## src/rtl/lt_pkg.sv

```systemverilog
package lt_pkg;

  typedef enum logic {
    SEL_OVR  = 1'b0,
    SEL_RATE = 1'b1
  } mode_sel_e;

  typedef struct packed {
    logic de;
    logic blank;
    logic hsync;
  } line_out_t;

  // Right-border end is held when the rate went 50 -> 60 across the window.
  function automatic logic end_held(input logic rate_early, input logic rate_late);
    return !rate_early && rate_late;
  endfunction

  // A load fires on the last cycle of each completed word slot.
  function automatic logic load_due(input logic de, input logic slot_last);
    return de && slot_last;
  endfunction

endpackage

```

## src/rtl/lt_mode_regs.sv

```systemverilog
module lt_mode_regs
  import lt_pkg::*;
(
  input  logic clk,
  input  logic rst_n,
  input  logic wr_en,
  input  logic wr_sel,
  input  logic wr_data,
  output logic ovr_q,
  output logic rate_q
);
  logic      rate_pend;
  mode_sel_e sel;

  assign sel = mode_sel_e'(wr_sel);

  always_ff @(posedge clk or negedge rst_n) begin
    if (!rst_n) begin
      ovr_q     <= 1'b0;
      rate_pend <= 1'b0;
      rate_q    <= 1'b0;
    end else begin
      if (wr_en && sel == SEL_OVR)  ovr_q     <= wr_data;
      if (wr_en && sel == SEL_RATE) rate_pend <= wr_data;
      rate_q <= rate_pend;
    end
  end
endmodule

```

## src/rtl/lt_line_counter.sv

```systemverilog
module lt_line_counter #(
  parameter int unsigned LINE_LEN = 512,
  localparam int unsigned CW = $clog2(LINE_LEN)
) (
  input  logic          clk,
  input  logic          rst_n,
  output logic [CW-1:0] cnt
);
  always_ff @(posedge clk or negedge rst_n) begin
    if (!rst_n)                          cnt <= '0;
    else if (cnt == CW'(LINE_LEN - 1))   cnt <= '0;
    else                                 cnt <= cnt + 1'b1;
  end
endmodule

```

## src/rtl/lt_enable_ctl.sv

```systemverilog
module lt_enable_ctl
  import lt_pkg::*;
#(
  parameter int unsigned LINE_LEN   = 512,
  parameter int unsigned HI_START   = 4,
  parameter int unsigned DEF_START  = 56,
  parameter int unsigned END_EARLY  = 372,
  parameter int unsigned END_POS    = 376,
  parameter int unsigned BLANK_POS  = 450,
  parameter int unsigned SYNC_START = 462,
  parameter int unsigned SYNC_END   = 502,
  localparam int unsigned CW = $clog2(LINE_LEN)
) (
  input  logic          clk,
  input  logic          rst_n,
  input  logic [CW-1:0] cnt,
  input  logic          ovr,
  input  logic          rate,
  output line_out_t     outs,
  output logic          ev_left_open,
  output logic          ev_end_held,
  output logic          ev_blank_skip
);
  logic      rate_early_q;
  line_out_t cur_q, nxt;
  logic      at_start_hi, at_start_def, at_early, at_end, at_blank, at_sync, at_sync_end, at_last;

  assign at_start_hi  = (cnt == CW'(HI_START));
  assign at_start_def = (cnt == CW'(DEF_START));
  assign at_early     = (cnt == CW'(END_EARLY));
  assign at_end       = (cnt == CW'(END_POS));
  assign at_blank     = (cnt == CW'(BLANK_POS));
  assign at_sync      = (cnt == CW'(SYNC_START));
  assign at_sync_end  = (cnt == CW'(SYNC_END));
  assign at_last      = (cnt == CW'(LINE_LEN - 1));

  assign ev_left_open  = at_start_hi && ovr;
  assign ev_end_held   = at_end && end_held(rate_early_q, rate);
  assign ev_blank_skip = at_blank && ovr;

  always_comb begin
    nxt = cur_q;
    if (ev_left_open)              nxt.de = 1'b1;
    if (at_start_def)              nxt.de = 1'b1;
    if (at_end && !ev_end_held)    nxt.de = 1'b0;
    if (at_blank && !ovr) begin
      nxt.blank = 1'b1;
      nxt.de    = 1'b0;
    end
    if (at_sync) begin
      nxt.hsync = 1'b1;
      nxt.de    = 1'b0;
    end
    if (at_sync_end)               nxt.hsync = 1'b0;
    if (at_last)                   nxt.blank = 1'b0;
  end

  always_ff @(posedge clk or negedge rst_n) begin
    if (!rst_n) begin
      cur_q        <= '0;
      rate_early_q <= 1'b0;
    end else begin
      cur_q <= nxt;
      if (at_early) rate_early_q <= rate;
    end
  end

  assign outs = cur_q;
endmodule

```

## src/rtl/lt_load_gen.sv

```systemverilog
module lt_load_gen
  import lt_pkg::*;
#(
  parameter int unsigned LOAD_DIV = 4,
  localparam int unsigned PW = (LOAD_DIV > 1) ? $clog2(LOAD_DIV) : 1
) (
  input  logic clk,
  input  logic rst_n,
  input  logic de,
  output logic load
);
  logic [PW-1:0] phase;
  logic          slot_last;

  assign slot_last = (phase == PW'(LOAD_DIV - 1));

  always_ff @(posedge clk or negedge rst_n) begin
    if (!rst_n)         phase <= '0;
    else if (!de)       phase <= '0;
    else if (slot_last) phase <= '0;
    else                phase <= phase + 1'b1;
  end

  assign load = load_due(de, slot_last);
endmodule

```

## src/rtl/line_timing_gen.sv

```systemverilog
module line_timing_gen
  import lt_pkg::*;
#(
  parameter int unsigned LINE_LEN   = 512,
  parameter int unsigned HI_START   = 4,
  parameter int unsigned DEF_START  = 56,
  parameter int unsigned END_EARLY  = 372,
  parameter int unsigned END_POS    = 376,
  parameter int unsigned BLANK_POS  = 450,
  parameter int unsigned SYNC_START = 462,
  parameter int unsigned SYNC_END   = 502,
  parameter int unsigned LOAD_DIV   = 4
) (
  input  logic clk,
  input  logic rst_n,
  input  logic wr_en,
  input  logic wr_sel,
  input  logic wr_data,
  output logic de_o,
  output logic blank_o,
  output logic hsync_o,
  output logic load_o
);
  localparam int unsigned CW = $clog2(LINE_LEN);

  logic [CW-1:0] cnt;
  logic          ovr_q, rate_q;
  logic          ev_left_open, ev_end_held, ev_blank_skip;
  line_out_t     outs;

  lt_mode_regs u_modes (
    .clk(clk), .rst_n(rst_n), .wr_en(wr_en), .wr_sel(wr_sel), .wr_data(wr_data),
    .ovr_q(ovr_q), .rate_q(rate_q)
  );

  lt_line_counter #(.LINE_LEN(LINE_LEN)) u_cnt (
    .clk(clk), .rst_n(rst_n), .cnt(cnt)
  );

  lt_enable_ctl #(
    .LINE_LEN(LINE_LEN), .HI_START(HI_START), .DEF_START(DEF_START),
    .END_EARLY(END_EARLY), .END_POS(END_POS), .BLANK_POS(BLANK_POS),
    .SYNC_START(SYNC_START), .SYNC_END(SYNC_END)
  ) u_ctl (
    .clk(clk), .rst_n(rst_n), .cnt(cnt), .ovr(ovr_q), .rate(rate_q), .outs(outs),
    .ev_left_open(ev_left_open), .ev_end_held(ev_end_held), .ev_blank_skip(ev_blank_skip)
  );

  lt_load_gen #(.LOAD_DIV(LOAD_DIV)) u_load (
    .clk(clk), .rst_n(rst_n), .de(outs.de), .load(load_o)
  );

  assign de_o    = outs.de;
  assign blank_o = outs.blank;
  assign hsync_o = outs.hsync;
endmodule

```

## config.mk

```make
export PLATFORM = sky130hd
export DESIGN_NAME = line_timing_gen
export DESIGN_NICKNAME = d
export VERILOG_FILES = /design/src/rtl/lt_pkg.sv /design/src/rtl/lt_mode_regs.sv /design/src/rtl/lt_line_counter.sv /design/src/rtl/lt_enable_ctl.sv /design/src/rtl/lt_load_gen.sv /design/src/rtl/line_timing_gen.sv
export SDC_FILE = /design/constraint.sdc
export NUM_CORES = 1
export LEC_CHECK = 0
export BUFFER_PORTS_ARGS = -buffer_cell sky130_fd_sc_hd__buf_2
export CAP_MARGIN = 20
export CORE_ASPECT_RATIO = 1.25
export CORE_UTILIZATION = 35
export DETAILED_ROUTE_END_ITERATION = 8
export GPL_TIMING_DRIVEN = 1
export PLACE_DENSITY = 0.56
export SLEW_MARGIN = 5
export SYNTH_ARGS = -nofsm -noshare
export SYNTH_HDL_FRONTEND = slang
export SYNTH_SLANG_ARGS = --single-unit
```

## constraint.sdc

```tcl
create_clock -name clk -period 1.7 [get_ports clk]
set_input_delay 0.34 -clock clk [delete_from_list [all_inputs] [get_ports clk]]
set_output_delay 0.34 -clock clk [all_outputs]
set_load 0.005 [all_outputs]
```

* Yosys cells after proc, flatten, opt, wreduce, memory -nomap -nowiden
Index checks and enable logic that the tools add are counted.
Operators by class: add/sub/neg operators 2, multipliers 0, divide/modulo/power cells 0, $lt $le $gt $ge 0, equal/unequal tests 9, shifts and indexed selects 0, muxes and demuxes 11, bitwise operators 1, reductions and logical operators 14
Operators by type and width (number):
- equality test 9 bit, second input constant | 6
- adder 9 x 1 -> 9 bit, second input constant | 1
- equality test 9 x 3 -> 1 bit, second input constant | 1
- equality test 9 x 6 -> 1 bit, second input constant | 1
- 2-to-1 mux 9 bit | 1
- logical AND 1 bit | 8
- 2-to-1 mux 1 bit | 7
- 2-to-1 mux 2 bit | 3
- nonzero test 5 bit | 1
- nonzero test 2 bit | 2
- logical NOT 1 bit | 3
- adder 2 x 1 -> 2 bit, second input constant | 1
- equality test 2 bit, second input constant | 1
- NOT 1 bit | 1
Word-level totals: register bits 18, latch bits 0, memory bits (writable) 0, bits in read-only memories 0, output and inout bits 4, logic and storage cells 46, memories 0

* Logic depth before layout (Yosys ltp)
Gate-level depths: netlist of the first run.
depth in word-level cells 8, gate-level depth with buffers 6, mapped depth without buffers 6

* Modules after synthesis
A second synthesis of the first run with hierarchy kept.
Unflattened totals: cells, all modules 86, area total of the unflattened synthesis 917.1 µm²
By module, submodules not included:
- lt_line_counter | instances 1, cells each 37, area an instance 401.6 µm²
- lt_enable_ctl | instances 1, cells each 36, area an instance 319.1 µm²
- lt_mode_regs | instances 1, cells each 7, area an instance 107.6 µm²
- lt_load_gen | instances 1, cells each 6, area an instance 88.8 µm²

* Worst setup path after synthesis of the first run
Ideal clock, no wire load.
kind register to register, from register u_cnt.cnt[0], to register u_ctl.rate_early_q, arrival time 1.325 ns, path slack 0.250 ns, cell stages (with the launch flop) 6, cell sequence dfrtp_1 -> inv_1 -> ha_1 -> nand3b_1 -> nor4_1 -> mux2_2
On the way: word-level cells in the longest chain between the ends 1
RTL lines:
- start, declared | RTL line lt_line_counter.sv:7 | output logic [CW-1:0] cnt
- start signal, assigned | RTL line lt_line_counter.sv:12 | else cnt <= cnt + 1'b1;
- equality test 9 bit | RTL line lt_enable_ctl.sv:30 | assign at_early = (cnt == CW'(END_EARLY));
- end signal, assigned | RTL line lt_enable_ctl.sv:64 | if (at_early) rate_early_q <= rate;
- end, declared | RTL line lt_enable_ctl.sv:24 | logic rate_early_q;
No other way between the ends. A chain may end at the register's enable or synchronous reset.

* Worst setup path after layout of the first run
Same ends and word-level chain as after synthesis.

==> flow_metrics.env, run 1 <==
export IMPL_status="finished clean"
export IMPL_cts_buffer_depth=2
export IMPL_crit_end="u_ctl.rate_early_q$_DFFE_PN0N_"
export IMPL_io_buffers=8
export IMPL_fin_cells=130
export IMPL_final_area_mm2=0.001041
export IMPL_crit_path_cell_trace="inv_1 > ha_1 > nand3b_1 > nor4_1 > mux2_2"
export IMPL_clock_sinks=18
export IMPL_crit_buf_inv=1
export IMPL_overflow=0
export IMPL_finalMaxSlewViolations=0
export IMPL_drive_gt1_share_pct=24.74
export IMPL_fin_ws_ps=134.3
export IMPL_dp_cells=125
export IMPL_num_vias=621
export IMPL_multiInputGateArea_um2=417.9
export IMPL_wl_um=1546
export IMPL_netlist_area_um2=902.1
export IMPL_dieArea_mm2=0.002786
export IMPL_critPathTopFamily="flip-flops"
export IMPL_grt_max_degree=19
export IMPL_switching_share_pct=21.41
export IMPL_crit_path_top_delay_cell="dfrtp_1"
export IMPL_placed_cell_area_um2=994.7
export IMPL_powerDensity_mw_per_mm2=736.2
export IMPL_power_switching_w=0.0001641
export IMPL_r2r_start="u_cnt.cnt[0]$_DFF_PN0_"
export IMPL_drc=0
export IMPL_period_share_pct=92.10
export IMPL_viasPerCell=4.777
export IMPL_syn2layout_area_growth_pct=15.40
export IMPL_netlist_instances=83
export IMPL_pwr_share_comb_pct=5.8
export IMPL_clock_latency_ps=290
export IMPL_cts_root_buf="clkbuf_4"
export IMPL_layout_commonest_cell="dfrtp_1"
export IMPL_cp_max_fo=5
export IMPL_gp_congestion=0.8658
export IMPL_layout_min_cycle_time_ps=1566
export IMPL_grtUsageTotal_pct=13.95
export IMPL_ys_seq_area_share_pct=49.93
export IMPL_hold_viol=0
export IMPL_ios=9
export IMPL_yosys_warnings=0
export IMPL_finalSetupViolCount=0
export IMPL_fmax_mhz=638.7
export IMPL_max_stage_delay_ps=430
export IMPL_synth_avg_cell_area_um2=10.87
export IMPL_power_frac_clock_pct=34.2
export IMPL_irDropWorstVdd_v=0.0003770
export IMPL_hp_class="input pin to register"
export IMPL_rr_endpoint="u_ctl.rate_early_q$_DFFE_PN0N_"
export IMPL_maxCapViolations=0
export IMPL_antenna_found_initial=0
export IMPL_nFillCells=229
export IMPL_path_clk_slew_ps=100
export IMPL_finClkSkew_ps=1.694
export IMPL_crit_arrival_ps=1750
export IMPL_final_cell_mix="dfrtp_1, nor2_1, buf_2, ha_1"
export IMPL_nets=108
export IMPL_critPathLaunchType="register"
export IMPL_path_depth=5
export IMPL_fin_setup_tns_ps=0
export IMPL_drt_iter0_drc=17
export IMPL_cts_buffers=3
export IMPL_cts_tree="done"
export IMPL_relSlewSlack_pct=73.53
export IMPL_rows=20
export IMPL_min_path_cells=2
export IMPL_start_util_pct=37.16
export IMPL_grt_pass1_vias=649
export IMPL_wl_per_cell_um=11.89
export IMPL_startpoint="u_cnt.cnt[0]$_DFF_PN0_"
export IMPL_post_cts_buffers=0
export IMPL_synth_distinct_cells=28
export IMPL_power_frac_seq_pct=60.0
export IMPL_postRouteAntennaNets=0
export IMPL_internal_power_w=0.0006024
export IMPL_grt_pass1_wl_um=2780
export IMPL_worstPathRequired_ps=1890
export IMPL_worst_pin_slew_ps=397.1
export IMPL_hpwlAfterDp_um=1164
export IMPL_rsz0062_at_grt="no"
export IMPL_reg2reg_depth=5
export IMPL_regToRegSetupSlack_ps=130
export IMPL_htreeDepth=1
export IMPL_cts_resized=0
export IMPL_drtPass1Iterations=3
export IMPL_ys_seq_elements=18
export IMPL_coreArea_mm2=0.002427
export IMPL_synth_fp_nets=93
export IMPL_leakagePower_nw=0.4644
export IMPL_num_antenna_cells=0
export IMPL_die_h_um=58.76
export IMPL_endpoint_kind="register"
export IMPL_die_w_um=47.41
export IMPL_regArea_um2=450.4
export IMPL_crit_type="register to register"
export IMPL_place_ws_ps=143.1
-- flip-flops by register name, indices dropped and copies added, names as in the netlist --
signal              count
u_load.phase            2
u_ctl.rate_early_q      1
u_modes.ovr_q           1
u_modes.rate_pend       1
u_modes.rate_q          1
u_cnt.cnt               9
u_ctl.outs              3
-- through the flow --
step	util (%)	hold slack [ps]	total power (W)
final	42.89	292.1	0.0007664
after global routing	42.89	285.4	0.0008059
after CTS	42.89	287.1	0.0007798
after detailed placement	40.98	295.0	0.0005127
after global placement	40.98	288.0	0.0005102
after floorplan	-	44.41	0.0004881
-- synthesized netlist by cell type --
| cell type | n | area, µm² |
|---|---|---|
| and4b_2 | 1 | 11.26 |
| nand3b_1 | 1 | 7.510 |
| nor3b_1 | 1 | 7.510 |
| inv_1 | 4 | 15.01 |
| a31oi_1 | 1 | 6.260 |
| nor4b_4 | 1 | 23.77 |
| mux2_2 | 3 | 33.78 |
| and2b_2 | 1 | 8.760 |
| and2_4 | 1 | 8.760 |
| buf_4 | 2 | 15.01 |
| and2_1 | 2 | 12.51 |
| dfrtp_1 | 18 | 450.4 |
| nor2_1 | 11 | 41.29 |
| nand3_1 | 3 | 15.01 |
| xor2_1 | 4 | 35.03 |
| o21bai_1 | 1 | 7.510 |
| nor2b_1 | 3 | 18.77 |
| o21ai_0 | 3 | 15.01 |
| nand2_1 | 3 | 11.26 |
| and3_1 | 1 | 6.260 |
| nor4_1 | 1 | 6.260 |
| nand4_1 | 3 | 18.77 |
| ha_1 | 5 | 62.56 |
| xnor2_1 | 2 | 17.52 |
| nand3_4 | 1 | 17.52 |
| nor3_1 | 4 | 20.02 |
| a21oi_1 | 1 | 5.000 |
| clkbuf_1 | 1 | 3.750 |
-- routing by layer --
layer,vias to the layer above,GRT usage [%],share of wire (%)
met1,293,18.06,48
met3,5,2.147,2.2
met2,10,21.92,47
met4,0,6.939,2.3
li1,313,-,-
met5,-,0,0
-- worst min path at each step --
stage / startpoint / slack, ps / endpoint
after floorplan: rst_n / 40 / u_cnt.cnt[0]$_DFF_PN0_
after global placement: rst_n / 290 / u_modes.rate_pend$_DFFE_PN0P_
after detailed placement: rst_n / 290 / u_modes.rate_pend$_DFFE_PN0P_
after CTS: wr_data / 290 / u_modes.rate_pend$_DFFE_PN0P_
after global routing: wr_data / 290 / u_modes.rate_pend$_DFFE_PN0P_
final: wr_data / 290 / u_modes.rate_pend$_DFFE_PN0P_
-- final cells by class --
type | count | area share [%]
clock buffers | 4 | 3.486
repair buffers | 13 | 7.692
flip-flops and latches | 18 | 43.27
multi-input cells | 58 | 40.14
well taps | 33 | 3.966
inverters | 4 | 1.442
-- cell families (layout without fill, tap and decap cells) --
family / count (synthesis) / in the layout / synth area share [%]
adder cells (fa/ha/maj): 5 / 5 / 6.935
XOR/XNOR: 6 / 6 / 5.825
flip-flops: 18 / 18 / 49.93
AND/OR/NAND/NOR: 38 / 38 / 26.08
AO/OA/AOI/OAI: 6 / 6 / 3.745
buffers and inverters: 7 / 21 / 3.743
multiplexers: 3 / 3 / 3.745
-- worst register-to-register path: cells and delay by family (launching register included) --
family	cells	cell delay, ps
buf+inv	1	160
fa+ha+maj	1	190
simple gates	2	310
flops	1	430
mux	1	370
-- power groups by stage --
stage                     Sequential [W]  Combinational [W]  Clock (W)
after floorplan                 0.000465          0.0000232          0
after global placement          0.000468          0.0000421          0
after detailed placement        0.000469          0.0000433          0
after CTS                       0.000460          0.0000453   0.000274
after global routing            0.000463          0.0000524   0.000290
final                           0.000460          0.0000441   0.000262
-- what timing repair did --
action                                  in CTS  in global routing
hold buffers                                 1                  0
endpoints found under the hold margin       18                  0
endpoints found under the setup margin       0                  0
Power figures use the tool's default switching activity.
==> run 2, diff against run 1 <==
CELL_PAD_IN_SITES_DETAIL_PLACEMENT = 0   (was default)
CELL_PAD_IN_SITES_GLOBAL_PLACEMENT = 1   (was default)
HOLD_SLACK_MARGIN = 0.1   (was default)
PLACE_DENSITY = 0.66   (was 0.56)
==> run 2 against run 1 <==
Maximum frequency down 0.68%; die area did not move; first-iteration DRC count shrank 29%; core utilization grew 0.26 points; via count is 4.3% lower; critical path type unchanged.
==> flow_metrics.env, run 2 (synthesis gave the netlist of run 1 again) <==
export IMPL_dp_cells=125
export IMPL_place_ws_ps=84.46
export IMPL_fmax_mhz=634.4
export IMPL_io_buffers=8
export IMPL_layout_min_cycle_time_ps=1576
export IMPL_rsz0062_at_grt="no"
export IMPL_antenna_found_initial=0
export IMPL_die_h_um=58.76
export IMPL_syn2layout_area_growth_pct=16.09
export IMPL_drtPass1Iterations=4
export IMPL_period_share_pct=92.73
export IMPL_num_antenna_cells=0
export IMPL_dieArea_mm2=0.002786
export IMPL_irDropWorstVdd_v=0.0003863
export IMPL_num_vias=594
export IMPL_holdPathEnd="u_modes.rate_pend$_DFFE_PN0P_"
export IMPL_rr_endpoint="u_ctl.rate_early_q$_DFFE_PN0N_"
export IMPL_ios=9
export IMPL_final_util_pct=43.14
export IMPL_postRouteAntennaNets=0
export IMPL_grt_pass1_wl_um=2387
export IMPL_finalSetupViolCount=0
export IMPL_die_w_um=47.41
export IMPL_cp_max_fo=5
export IMPL_min_path_cells=2
export IMPL_reg2reg_depth=5
export IMPL_viasPerCell=4.569
export IMPL_start_util_pct=37.16
export IMPL_cts_buffers=3
export IMPL_clock_latency_ps=280
export IMPL_grt_pass1_vias=548
export IMPL_cts_root_buf="clkbuf_4"
export IMPL_clock_sinks=18
export IMPL_coreArea_mm2=0.002427
export IMPL_post_cts_buffers=0
export IMPL_worst_pin_slew_ps=397.2
export IMPL_critPathLaunchType="register"
export IMPL_leakagePower_nw=0.4644
export IMPL_holdCritStartpoint="wr_data"
export IMPL_hold_viol=0
export IMPL_path_clk_slew_ps=100
export IMPL_gp_congestion=0.7732
export IMPL_nets=108
export IMPL_worstPathRequired_ps=1880
export IMPL_maxCapViolations=0
export IMPL_crit_path_cell_trace="inv_1 > ha_1 > nand3b_1 > nor4_2 > mux2_2"
export IMPL_regToRegSetupSlack_ps=120
export IMPL_rows=20
export IMPL_finClkSkew_ps=5.327
export IMPL_largest_reg_flops=9
export IMPL_fin_ws_ps=123.7
export IMPL_htreeDepth=1
export IMPL_drive_gt1_share_pct=25.77
export IMPL_drc=0
export IMPL_wl_per_cell_um=11.02
export IMPL_layout_commonest_cell="dfrtp_1"
export IMPL_crit_path_top_delay_cell="dfrtp_1"
export IMPL_powerDensity_mw_per_mm2=723.3
export IMPL_status="finished clean"
export IMPL_cts_buffer_depth=2
export IMPL_overflow=0
export IMPL_crit_type="register to register"
export IMPL_wl_um=1433
export IMPL_r2r_start="u_cnt.cnt[0]$_DFF_PN0_"
export IMPL_grt_max_degree=19
export IMPL_largest_register="u_cnt.cnt"
export IMPL_cts_tree="done"
export IMPL_fin_cells=130
export IMPL_final_cell_mix="dfrtp_1, nor2_1, buf_2, ha_1"
export IMPL_relSlewSlack_pct=73.52
export IMPL_nFillCells=252
export IMPL_hp_class="input pin to register"
export IMPL_endpoint_kind="register"
export IMPL_drt_iter0_drc=12
export IMPL_max_stage_delay_ps=440
export IMPL_fin_setup_tns_ps=0
export IMPL_grtUsageTotal_pct=12.38
export IMPL_hpwlAfterDp_um=1108
export IMPL_crit_arrival_ps=1750
export IMPL_finalMaxSlewViolations=0
export IMPL_fin_total_pwr_w=0.0007575
==> run 2: cell counts in the layout (fill, tap and decap cells not counted) <==
Identical to the previous run, type by type.
==> run 2: metal layers <==
| layer | routed length [µm] | vias up | global-route usage [%] |
|---|---|---|---|
| met3 | 34 | 2 | 1.840 |
| met4 | 19 | 0 | 6.122 |
| met2 | 694 | 6 | 19.77 |
| met1 | 685 | 276 | 15.84 |
| li1 | - | 310 | - |
| met5 | 0 | - | 0 |
==> run 2: what timing repair did <==
action | in CTS | in global routing
hold buffers | 1 | 0
endpoints found under the setup margin | 0 | 1
endpoints found under the hold margin | 18 | 0
gates resized for setup | 0 | 1
==> run 2: area by class of cell <==
class | count | area (µm²) | share of cell area (%)
clock buffer | 4 | 36.28 | 3.465
inverter | 4 | 15.01 | 1.434
timing repair buffer | 13 | 80.08 | 7.646
sequential | 18 | 450.4 | 43.01
tap | 33 | 41.29 | 3.943
multi-input combinational | 58 | 424.2 | 40.50
==> run 2: worst max path at each step <==
stage | start | end | slack [ps] | cells after the start
final | u_cnt.cnt[0]$_DFF_PN0_ | u_ctl.rate_early_q$_DFFE_PN0N_ | 120 | 5
after global routing | u_cnt.cnt[0]$_DFF_PN0_ | u_ctl.rate_early_q$_DFFE_PN0N_ | 6 | 5
after detailed placement | u_cnt.cnt[0]$_DFF_PN0_ | u_ctl.rate_early_q$_DFFE_PN0N_ | 80 | 5
after global placement | u_cnt.cnt[0]$_DFF_PN0_ | u_ctl.rate_early_q$_DFFE_PN0N_ | 120 | 5
after CTS | u_cnt.cnt[0]$_DFF_PN0_ | u_ctl.rate_early_q$_DFFE_PN0N_ | 60 | 5
after floorplan | u_cnt.cnt[0]$_DFF_PN0_ | u_ctl.rate_early_q$_DFFE_PN0N_ | 250 | 5
==> run 2: worst max-delay path: cells and delay by family, from the launching register on <==
family	cells	cell delay (ps)
fa+ha+maj	1	190
buf+inv	1	150
mux	1	360
simple gates	2	330
flops	1	440
==> run 2: power breakdown <==
group / switching [W] / internal [W]
combinational: 0.0000193 / 0.0000237
sequential: 0.0000117 / 0.000448
clock: 0.000125 / 0.000130
==> run 2: stage by stage <==
stage	area, µm²	hold WS [ps]
finish	1047	302.0
global route	1047	299.3
CTS	1041	291.5
detailed placement	994.7	290.3
global placement	994.7	289.1
floorplan	902.1	44.41
==> run 3, diff against run 2 <==
CORE_MARGIN = 3   (was default)
==> run 3 against run 2 <==
Die area rose by 16%; worst hold slack got worse by 2.7 ps; maximum frequency rose by 1.9%; non-clock buffer count rose by 1; global-route usage fell by 1.1 points; clock skew rose by 0.57 ps.
==> flow_metrics.env, run 3 (synthesis gave the netlist of run 1 again) <==
export IMPL_nets=109
export IMPL_io_buffers=8
export IMPL_finalMaxSlewViolations=0
export IMPL_crit_arrival_ps=1730
export IMPL_fin_total_pwr_w=0.0007047
export IMPL_internal_power_w=0.0005537
export IMPL_crit_path_cell_trace="inv_1 > ha_1 > nand4_1 > nor3_1 > o21ai_0 > and3_1"
export IMPL_hold_viol=0
export IMPL_post_cts_buffers=0
export IMPL_finClkSkew_ps=5.894
export IMPL_htreeDepth=1
export IMPL_num_vias=616
export IMPL_cp_max_fo=5
export IMPL_wl_per_cell_um=12.83
export IMPL_powerDensity_mw_per_mm2=678.6
export IMPL_drt_iter0_drc=9
export IMPL_rows=19
export IMPL_grt_pass1_vias=584
export IMPL_status="finished clean"
export IMPL_final_cell_mix="dfrtp_1, nor2_1, buf_2, ha_1, buf_4"
export IMPL_endpoint_kind="register"
export IMPL_die_h_um=62.76
export IMPL_grt_max_degree=19
export IMPL_route_met3_wl_um=36
export IMPL_nFillCells=254
export IMPL_crit_buf_inv=1
export IMPL_largest_register="u_cnt.cnt"
export IMPL_drc=0
export IMPL_critPathLaunchType="register"
export IMPL_cts_root_buf="clkbuf_4"
export IMPL_power_frac_clock_pct=28.6
export IMPL_period_share_pct=91.04
export IMPL_critPathTopFamily="simple AND/OR/NAND/NOR gates"
export IMPL_layout_min_cycle_time_ps=1548
export IMPL_worstPathRequired_ps=1880
export IMPL_start_util_pct=38.72
export IMPL_postRouteAntennaNets=0
export IMPL_cts_buffers=3
export IMPL_fmax_mhz=646.1
export IMPL_syn2layout_area_growth_pct=15.12
export IMPL_viasPerCell=4.813
export IMPL_drive_gt1_share_pct=25.77
export IMPL_largest_reg_flops=9
export IMPL_drtPass1Iterations=4
export IMPL_antenna_found_initial=0
export IMPL_power_frac_seq_pct=65.2
export IMPL_gp_congestion=0.7342
export IMPL_grt_pass1_wl_um=2656
export IMPL_fin_ws_ps=152.4
export IMPL_pwr_share_comb_pct=6.2
export IMPL_die_w_um=51.41
export IMPL_dieArea_mm2=0.003226
export IMPL_placed_cell_area_um2=999.7
export IMPL_overflow=0
export IMPL_highest_layer="met4"
export IMPL_place_ws_ps=137.0
export IMPL_hpwlAfterDp_um=1196
export IMPL_clock_sinks=18
export IMPL_worst_pin_slew_ps=405.7
export IMPL_maxCapViolations=0
export IMPL_final_area_mm2=0.001039
export IMPL_cts_tree="done"
export IMPL_wl_met1_um=775
export IMPL_crit_type="register to register"
export IMPL_cts_buffer_depth=2
export IMPL_irDropWorstVdd_v=0.0004261
export IMPL_path_clk_slew_ps=100
export IMPL_max_stage_delay_ps=430
export IMPL_leakagePower_nw=0.4627
export IMPL_wl_met2_um=812
export IMPL_relSlewSlack_pct=72.95
export IMPL_wl_um=1642
export IMPL_power_switching_w=0.0001511
export IMPL_ios=9
export IMPL_num_antenna_cells=0
export IMPL_crit_path_top_delay_cell="dfrtp_1"
export IMPL_hp_class="input pin to register"
export IMPL_coreArea_mm2=0.002330
export IMPL_layout_commonest_cell="dfrtp_1"
export IMPL_fin_setup_tns_ps=0
export IMPL_finalSetupViolCount=0
export IMPL_switching_share_pct=21.43
export IMPL_rsz0062_at_grt="no"
export IMPL_grtUsageTotal_pct=11.23
export IMPL_clock_latency_ps=280
-- run 3: cell types whose count changed in the layout (fill, tap and decap cells not counted), sizes merged --
cell / change
clkbuf: -1
buf: +1
-- run 3: routing by layer --
layer,vias to the layer above,GRT usage [%]
met2,4,16.40
met5,-,0
met4,0,6.885
met3,2,2.148
li1,314,-
met1,296,14.95
-- run 3: timing repair --
item                                    in CTS  in global routing
endpoints found under the hold margin       18                  0
hold buffers                                 1                  0
endpoints found under the setup margin       0                  1
resized for setup                            0                  1
-- run 3: final cells by class --
class                           instances  area, µm²  share of cell area, %
Multi-Input combinational cell         58      424.2                  40.84
Clock buffer                            3      22.52                  2.169
Sequential cell                        18      450.4                  43.37
Timing Repair Buffer                   14      87.58                  8.434
Tap cell                               31      38.79                  3.735
Inverter                                4      15.01                  1.446
-- run 3: path summary, 6_finish.rpt --
path / start / to / slack, ps / depth (start not counted)
worst max register to register: u_cnt.cnt[0]$_DFF_PN0_ / u_ctl.outs[2]$_DFFE_PN0P_ / 150 / 6
min in group asynchronous: rst_n / u_cnt.cnt[4]$_DFF_PN0_ / 510 / 2
worst min register to register: u_modes.rate_pend$_DFFE_PN0P_ / u_modes.rate_q$_DFF_PN0_ / 380 / 0
worst min-delay path: wr_data / u_modes.ovr_q$_DFFE_PN0P_ / 300 / 2
max in group asynchronous: rst_n / u_modes.rate_pend$_DFFE_PN0P_ / 900 / 2
worst max-delay path: u_cnt.cnt[0]$_DFF_PN0_ / u_ctl.outs[2]$_DFFE_PN0P_ / 150 / 6
-- run 3: power groups by stage --
stage / clock network [W] / registers (W) / logic [W]
3_5_place_dp: 0 / 0.000469 / 0.0000438
3_3_place_gp: 0 / 0.000468 / 0.0000430
4_1_cts: 0.000221 / 0.000460 / 0.0000460
2_1_floorplan: 0 / 0.000465 / 0.0000232
6_report: 0.000201 / 0.000459 / 0.0000440
5_1_grt: 0.000227 / 0.000462 / 0.0000531
-- run 3: through the flow --
stage	hold WS [ps]	utilization (%)	std cells
after global placement	294.4	42.91	124
after detailed placement	297.1	42.91	124
after CTS	284.9	44.31	128
after floorplan	44.41	-	83
after global routing	307.0	44.58	128
final	299.2	44.58	128
